--- src/rtl/pw_pkg.sv ---
package pw_pkg;
    localparam int unsigned PW_ADDR_W     = 11;
    localparam int unsigned PW_BLK_W      = 3;
    localparam int unsigned PW_PAGE_BYTES = 16;
    // about 10 ms at 125 MHz
    localparam int unsigned PW_WRITE_CYC  = 1250000;
endpackage

--- src/rtl/pw_latch.sv ---
module pw_latch #(
    parameter int unsigned NBYTES = 16,
    localparam int unsigned OFS_W = $clog2(NBYTES)
) (
    input  logic                  clk,
    input  logic                  rst_n,
    input  logic                  clr,
    input  logic                  we,
    input  logic [OFS_W-1:0]      ofs,
    input  logic [7:0]            din,
    output logic [NBYTES-1:0]     valid_o,
    output logic [NBYTES*8-1:0]   data_o
);
    logic [NBYTES-1:0] vld_d, vld_q;

    for (genvar g = 0; g < NBYTES; g++) begin : g_slot
        logic [7:0] byte_d, byte_q;
        logic       hit;

        always_comb begin
            hit      = we && (ofs == OFS_W'(g));
            byte_d   = hit ? din : byte_q;
            vld_d[g] = clr ? 1'b0 : (hit ? 1'b1 : vld_q[g]);
        end

        always_ff @(posedge clk) begin
            if (!rst_n) byte_q <= '0;
            else        byte_q <= byte_d;
        end

        assign data_o[g*8 +: 8] = byte_q;
    end

    always_ff @(posedge clk) begin
        if (!rst_n) vld_q <= '0;
        else        vld_q <= vld_d;
    end

    assign valid_o = vld_q;

    AST_CLR_EMPTIES: assert property (@(posedge clk) disable iff (!rst_n)
        clr |=> (valid_o == '0));
endmodule

--- src/rtl/pw_timer.sv ---
module pw_timer #(
    parameter int unsigned CYCLES = 1250000,
    localparam int unsigned CNT_W = $clog2(CYCLES + 1)
) (
    input  logic clk,
    input  logic rst_n,
    input  logic launch,
    output logic busy
);
    typedef struct packed {
        logic [CNT_W-1:0] cnt;
        logic             busy;
    } tmr_t;

    tmr_t t_d, t_q;

    always_comb begin
        t_d = t_q;
        if (launch) begin
            t_d.busy = 1'b1;
            t_d.cnt  = CNT_W'(CYCLES - 1);
        end else if (t_q.busy) begin
            if (t_q.cnt == '0) t_d.busy = 1'b0;
            else               t_d.cnt  = t_q.cnt - 1'b1;
        end
    end

    always_ff @(posedge clk) begin
        if (!rst_n) t_q <= '0;
        else        t_q <= t_d;
    end

    assign busy = t_q.busy;

    AST_BUSY_RISE: assert property (@(posedge clk) disable iff (!rst_n)
        launch |=> busy);
    AST_CNT_RANGE: assert property (@(posedge clk) disable iff (!rst_n)
        busy |-> (t_q.cnt < CNT_W'(CYCLES)));
endmodule

--- src/rtl/pw_engine.sv ---
module pw_engine
    import pw_pkg::*;
#(
    parameter int unsigned ADDR_W       = PW_ADDR_W,
    parameter int unsigned BLK_W        = PW_BLK_W,
    parameter int unsigned PAGE_BYTES   = PW_PAGE_BYTES,
    parameter int unsigned WRITE_CYCLES = PW_WRITE_CYC
) (
    input  logic                                   clk,
    input  logic                                   rst_n,
    input  logic                                   start_evt,
    input  logic                                   stop_evt,
    input  logic                                   wp_i,
    input  logic [BLK_W-1:0]                       blk_sel,
    input  logic                                   addr_vld,
    input  logic [ADDR_W-BLK_W-1:0]                addr_byte,
    input  logic                                   data_vld,
    input  logic [7:0]                             data_byte,
    output logic                                   wr_req,
    output logic [ADDR_W-$clog2(PAGE_BYTES)-1:0]   wr_page,
    output logic [PAGE_BYTES-1:0]                  wr_be,
    output logic [PAGE_BYTES*8-1:0]                wr_data,
    output logic                                   busy,
    output logic [ADDR_W-1:0]                      ptr
);
    localparam int unsigned OFS_W = $clog2(PAGE_BYTES);

    typedef struct packed {
        logic [ADDR_W-1:0] ptr;
        logic              go;
    } eng_t;

    eng_t s_d, s_q;

    logic                  take_addr, take_data, stop_ok, launch;
    logic                  lat_clr;
    logic [PAGE_BYTES-1:0] lat_vld;

    always_comb begin
        s_d       = s_q;
        take_addr = addr_vld && !busy;
        take_data = data_vld && !busy && !addr_vld;
        stop_ok   = stop_evt && !busy && ((|lat_vld) || take_data);
        launch    = stop_ok && !wp_i;
        s_d.go    = launch;
        if (take_addr) begin
            s_d.ptr = {blk_sel, addr_byte};
        end else if (take_data) begin
            s_d.ptr[OFS_W-1:0] = s_q.ptr[OFS_W-1:0] + 1'b1;
        end
        lat_clr = s_q.go || (!busy && (start_evt || addr_vld)) || (stop_ok && wp_i);
    end

    always_ff @(posedge clk) begin
        if (!rst_n) s_q <= '0;
        else        s_q <= s_d;
    end

    pw_latch #(.NBYTES(PAGE_BYTES)) u_latch (
        .clk     (clk),
        .rst_n   (rst_n),
        .clr     (lat_clr),
        .we      (take_data),
        .ofs     (s_q.ptr[OFS_W-1:0]),
        .din     (data_byte),
        .valid_o (lat_vld),
        .data_o  (wr_data)
    );

    pw_timer #(.CYCLES(WRITE_CYCLES)) u_timer (
        .clk    (clk),
        .rst_n  (rst_n),
        .launch (launch),
        .busy   (busy)
    );

    assign wr_req  = s_q.go;
    assign wr_page = s_q.ptr[ADDR_W-1:OFS_W];
    assign wr_be   = lat_vld;
    assign ptr     = s_q.ptr;

    AST_REQ_ONE_CYCLE: assert property (@(posedge clk) disable iff (!rst_n)
        wr_req |=> !wr_req);
    AST_REQ_UNDER_BUSY: assert property (@(posedge clk) disable iff (!rst_n)
        wr_req |-> busy);
    AST_PTR_FROZEN: assert property (@(posedge clk) disable iff (!rst_n)
        busy |=> $stable(ptr));
    AST_WRAP_IN_PAGE: assert property (@(posedge clk) disable iff (!rst_n)
        (data_vld && !busy && !addr_vld) |=>
            (ptr[ADDR_W-1:OFS_W] == $past(ptr[ADDR_W-1:OFS_W])));
    AST_WP_BLOCKS: assert property (@(posedge clk) disable iff (!rst_n)
        (stop_evt && wp_i && !busy) |=> !wr_req);
    AST_EMPTY_STOP: assert property (@(posedge clk) disable iff (!rst_n)
        (stop_evt && !busy && !data_vld && (wr_be == '0)) |=> !wr_req);
endmodule

--- config.mk ---
export PLATFORM = sky130hd
export DESIGN_NAME = pw_engine
export DESIGN_NICKNAME = d
export VERILOG_FILES = /design/src/rtl/pw_pkg.sv /design/src/rtl/pw_latch.sv /design/src/rtl/pw_timer.sv /design/src/rtl/pw_engine.sv
export SDC_FILE = /design/constraint.sdc
export NUM_CORES = 1
export LEC_CHECK = 0
export ABC_AREA = 1
export BUFFER_PORTS_ARGS = -buffer_cell sky130_fd_sc_hd__clkbuf_2
export CAP_MARGIN = 20
export CORE_MARGIN = 4
export CORE_UTILIZATION = 50
export CTS_BUF_LIST = sky130_fd_sc_hd__clkbuf_2 sky130_fd_sc_hd__clkbuf_4 sky130_fd_sc_hd__clkbuf_8
export CTS_CLUSTER_SIZE = 30
export DETAILED_ROUTE_END_ITERATION = 8
export PLACE_DENSITY = 0.77
export SKIP_LAST_GASP = 1
export SYNTH_ARGS = -nofsm -noshare
export SYNTH_HDL_FRONTEND = slang
export SYNTH_SLANG_ARGS = --single-unit
--- constraint.sdc ---
create_clock -name clk -period 2.45 [get_ports clk]
set_clock_uncertainty 0.2 [all_clocks]
set_input_delay 0 -clock clk [delete_from_list [all_inputs] [get_ports clk]]
set_output_delay 0 -clock clk [all_outputs]
set_load 0.01 [all_outputs]
Word level (Yosys, flattened, before mapping)
Index checks and enable logic that the tools add are counted.
- add/sub/neg operators: 2
- eq/ne operators: 16
- muxes and demuxes: 6
- bitwise operators: 2
- reductions and logical operators: 40
- operators with widths (operator ; number):
    $mux W22 ; 2
    $eq A4 B4 Y1 const B ; 8
    $logic_and A1 B1 Y1 ; 24
    $logic_not A21 Y1 ; 1
    $mux W21 ; 1
    $sub A21 B1 Y21 const B ; 1
    $eq A4 B3 Y1 const B ; 4
    $reduce_or A16 Y1 ; 1
    $eq A4 B2 Y1 const B ; 2
    $mux W4 ; 2
    $add A4 B1 Y4 const B ; 1
    $eq A4 B1 Y1 const B ; 1
    $logic_not A4 Y1 ; 1
    $logic_or A1 B1 Y1 ; 4
    $reduce_and A2 Y1 ; 2
    $reduce_bool A2 Y1 ; 2
    $reduce_or A2 Y1 ; 2
    $logic_not A1 Y1 ; 3
    $ne A2 B2 Y1 const B ; 1
    $not A1 Y1 ; 2
    $mux W1 ; 1
- register bits: 178
- input bits: 26

Depth between registers and ports, before layout
- word-level depth: 8
- depth in mapped cells: 11
- gate-level depth less buffers: 11

Hierarchy
A second synthesis with hierarchy kept.
- cell total of the unflattened synthesis: 1112
- area, all modules: 7727.4 um^2
- by module, submodules not included (module ; instances ; cells an instance ; area an instance (um^2)):
    pw_latch ; 1 ; 791 ; 5635.4
    pw_timer ; 1 ; 220 ; 1377.6
    pw_engine ; 1 ; 101 ; 714.4

Worst setup path after synthesis
Ideal clock, no wire load.
- path type: reg-to-reg
- from: reg u_timer.t_q[1] in the netlist's numbering
- to: reg u_timer.t_q[21] in the netlist's numbering
- setup time: 0.109 ns
- arrival time: 1.378 ns
- slack: 0.764 ns
- cell stages (with the launch flop): 12
- buffers on the path: 0
- clock period less this slack: 1.686 ns
- cells stage by stage: dfxtp_1 inv_1 ha_1 nand2_1 nor2_1 nand2_1 nor2_1 nand3_1 nand2_1 nand3_1 nand2_1 inv_1
- longest elaborated chain between the ends: 4
- ends and longest elaborated chain (what ; RTL line ; text):
    from (decl) ; pw_timer.sv:15 ; tmr_t t_d, t_q;
    from (signal assigned) ; pw_timer.sv:30 ; else t_q <= t_d;
    $sub A21 B1 Y21 ; pw_timer.sv:24 ; else t_d.cnt = t_q.cnt - 1'b1;
    $mux W21 ; pw_timer.sv:23 ; if (t_q.cnt == '0) t_d.busy = 1'b0;
    $mux W22 ; pw_timer.sv:22 ; end else if (t_q.busy) begin
    $mux W22 ; pw_timer.sv:19 ; if (launch) begin
Several ways; a longest one is shown, not always the timed one. The select of a mux whose other input is x is not followed.
A chain may end at the register's enable or synchronous reset.

Worst setup path after layout
- from: reg u_timer.t_q, in the netlist u_timer.busy
- to: reg s_q, in the netlist ptr[5]
- longest elaborated chain between the ends: 2
- ends and longest elaborated chain (what ; RTL line ; text):
    $logic_not A1 Y1 ; pw_engine.sv:41 ; take_addr = addr_vld && !busy;
    $logic_and A1 B1 Y1 ; pw_engine.sv:41 ;
    to (signal assigned) ; pw_engine.sv:55 ; if (!rst_n) s_q <= '0;
    to (signal assigned) ; pw_engine.sv:56 ; else s_q <= s_d;
    to (decl) ; pw_engine.sv:33 ; eng_t s_d, s_q;
Every way passes these cells.

==> qor_table.md <==
| Quantity | Reported |
| --- | --- |
| Global-route wire length before repair | 31500 microns |
| Finish-stage setup viols | 0 |
| Maximum single-stage delay on the critical path | 0.57 ns |
| Routed vias | 6875 |
| Clock buffers created by TritonCTS | 17 |
| Initial core utilization | 51.9% |
| Width of the die | 126 microns |
| Critical Path Most Common Cell | buf_4 |
| Number of placed cells counting well taps | 1280 |
| Number of DRC violations after detailed-routing iteration 0 | 544 |
| Half-perimeter wire length of the detailed placement result | 13900 microns |
| Final standard cell utilization of the core | 65.0% |
| Launching point of the worst reg2reg path | u_timer.busy |
| Worst min-delay path category | input pin to flip-flop |
| Hold Vio Cnt, Final | 0 |
| Sequential share of the synthesized area | 51.0% |
| Final routed DRC violation total | 0 |
| Antenna cell count | 0 |
| Combined area of all synthesized cells | 6990 sq um |
| Area growth syn-to-layout | 25.1% |
| Top Family by Delay on Critical Path | buffers and inverters |
| Total length of routed wires | 20300 microns |
| Max Cap Violations | 0 |
| Antenna Nets Post-Route | 0 |
| Clk sink count | 178 |
| Fraction of final layout cells sized beyond drive strength 1 | 21.1% |
| Die outline area | 15900 sq um |
| Instance area at placement | 7960 sq um |
| Worst supply voltage drop on vdd | 533 uV |
| Clock Latency Late Sink | 0.45 ns |
| Worst-path cell with the longest stage delay | dlygate4sd3_1 |
| Critical path fanouts, max | 22 |
| Transition time of the tightest slew-check pin | 0.529 ns |
| Antenna violations before repair | 0 |
| List of cells traversed by the critical path | buf_4, nor2_1, buf_4, clkinvlp_4, buf_4, buf_4, nor2_1, nor2_1, dlygate4sd3_1 |
| Required time of the critical path | 2.59 ns |
| Detailed Routing Iterations Pass 1 | 5 |
| Critical Path Start Type | flip-flop |
| # port buffers | 189 |
| Standard-cell rows | 42 |
| Worst-case register-to-register setup slack | 0.10 ns |
| Final Cycle Share | 95.7% |
| Maximum buffer depth of the clock tree | 2 |
| Data arrival, critical path | 2.49 ns |
| Buffers & Inverters on Critical Path | 6 |
| Static Leakage | 3.95 nW |
| GRT Util Overall | 24.6% |
| Overall die height | 126 microns |
| Crit Path Class | flip-flop to flip-flop |
| Global placer's final weighted congestion | 0.930 |
| Average wire per standard cell | 15.0 microns |
| Final design area excluding fillers | 8740 sq um |
| Root buf cell | clkbuf_8 |
| Reg2reg end | ptr[5] |
| CTS tree | done |
| Largest net degree at the start of global routing | 55 |
| Total global routing overflow | 0 |
| Number of H-tree branching levels | 4 |
| Cell depth of the worst flop-to-flop path | 9 |
| Run status | complete, no violations |
| Layout Cells excl Fill | 1349 |
| Max transition margin | 64.7% |
| Clock transition at the register clock pins on the worst setup and hold paths after CTS | 0.09 ns |
| Core outline area | 13500 sq um |
| Beginning of the worst hold path | stop_evt |
| Kind of end point of the critical path | flip-flop |
| Pwr per Cell Area | 684 nW/um^2 |
| Slew Viols, Final | 0 |
| Final net count | 1193 |
| Number of global-route vias before repair | 6249 |
| Library cells used by synthesis | 25 |
| End point of the most critical hold path | u_timer.t_q[8] |
| Number of ports placed on the die boundary | 190 |
| Final critical path time including I/O delays and setup | 2.35 ns |
| Syn Nets | 985 |
| Hold Crit Depth | 7 |
| Number of synthesis warnings | 0 |
| Post-DR vias/cell | 5.10 |
| Post-Synthesis Cells | 953 |
| Post-synthesis sequential element count | 178 |
| Fmax | 426 MHz |
| Avg Synthesized Cell Area | 7.33 sq um |
## how the worst max path moves through the flow
stage	start	endpoint	slack [ns]	depth (start not counted)
floorplan	u_timer.t_q[1]	u_timer.t_q[21]	0.76	11
global placement	ptr[2]	u_latch.valid_o[9]	0.52	5
global route	u_timer.busy	ptr[2]	-0.01	9
finish	u_timer.busy	ptr[5]	0.10	9
detailed placement	ptr[0]	u_latch.valid_o[2]	0.47	8
CTS	u_timer.busy	ptr[3]	0.07	9
## metrics by stage
step / setup TNS (ns) / power (W) / hold WS [ns] / setup WS, ns
global route: -0.0107 / 0.00626 / 0.0707 / -0.0107
CTS: 0 / 0.00599 / 0.00174 / 0.0670
floorplan: 0 / 0.00373 / -0.0651 / 0.764
global placement: 0 / 0.00393 / 0.0229 / 0.523
detailed placement: 0 / 0.00394 / 0.0289 / 0.472
finish: 0 / 0.00598 / 0.0103 / 0.104
## layout make-up
| type | count | area, sq um |
|---|---|---|
| fillers | 1245 | 4710 |
| flip-flops and latches | 178 | 3560 |
| multi-input cells | 671 | 2970 |
| repair buffers | 231 | 1350 |
| clock buffers | 22 | 297 |
| inverters | 62 | 236 |
| well taps | 176 | 220 |
| clock inverters | 9 | 104 |
## report_power, final
part / internal [W] / switching, W / leakage (nW) / total, W
logic: 0.000331 / 0.000587 / 2.31 / 0.000918
clock network: 0.00102 / 0.00101 / 0.204 / 0.00203
registers: 0.00297 / 0.0000666 / 1.44 / 0.00303
total: 0.00431 / 0.00167 / 3.95 / 0.00598
## tightest hold or removal path, stage by stage
cell      delay [ns]
clkbuf_2        0.08
inv_1           0.07
nor2_1          0.08
nand3_2         0.21
nand3_1         0.10
nand2_1         0.05
inv_1           0.03
## what timing repair did
item / in CTS / in global routing
resized for setup: 0 / 1
endpoints found under the setup margin: 0 / 2
endpoints found under the hold margin: 164 / 0
hold buffers: 36 / 0
setup buffers: 0 / 2
## metal layers
| layer | global-route usage [%] | part of all wire [%] | wire length (microns) |
|---|---|---|---|
| met5 | 0 | 0 | 0 |
| met4 | 8.14 | 2.5 | 517 |
| met3 | 8.59 | 9.6 | 1940 |
| met2 | 39.2 | 46 | 9330 |
| met1 | 31.4 | 42 | 8490 |
## flip-flops by register name, summed over array words and instances (netlist names)
register,flops
u_latch.g_slot.byte_q,128
u_latch.valid_o,16
u_timer.busy,1
u_timer.t_q,21
wr_req,1
ptr,11
## logic make-up (layout without fill, tap and decap cells)
group | Yosys count | in the layout | share of synthesized area [%]
simple gates | 500 | 500 | 28.9
flops | 178 | 178 | 51.0
compound gates | 156 | 156 | 11.4
xor+xnor | 9 | 9 | 1.13
buf+inv | 104 | 324 | 6.52
fa+ha+maj | 6 | 6 | 1.07
## layout by cell type, fill, tap and decap left out, types with 6 or more instances in the layout
cell type,count
a21oi_1,13
buf_4,7
clkbuf_2,188
clkbuf_8,21
clkinv_1,14
dfxtp_1,178
dlygate4sd3_1,36
ha_1,6
inv_1,40
inv_2,7
nand2_1,88
nand3_1,25
nand4_1,15
nor2_1,358
o21ai_0,141
## cells in the mapped netlist (all sizes together)
| library cell | number | area, sq um |
|---|---|---|
| buf | 18 | 133 |
| nor3 | 2 | 10.0 |
| xnor2 | 5 | 43.8 |
| clkbuf | 24 | 90.1 |
| nor2 | 361 | 1360 |
| ha | 6 | 75.1 |
| a22oi | 1 | 7.51 |
| clkinv | 14 | 52.6 |
| nand4 | 15 | 93.8 |
| a21oi | 13 | 65.1 |
| inv | 48 | 180 |
| nand3 | 31 | 200 |
| o21ai | 141 | 706 |
| xor2 | 4 | 35.0 |
| dfxtp | 178 | 3560 |
| nand2 | 91 | 354 |
| a2111oi | 1 | 15.0 |
No activity file was read; power rests on OpenSTA's default activity.
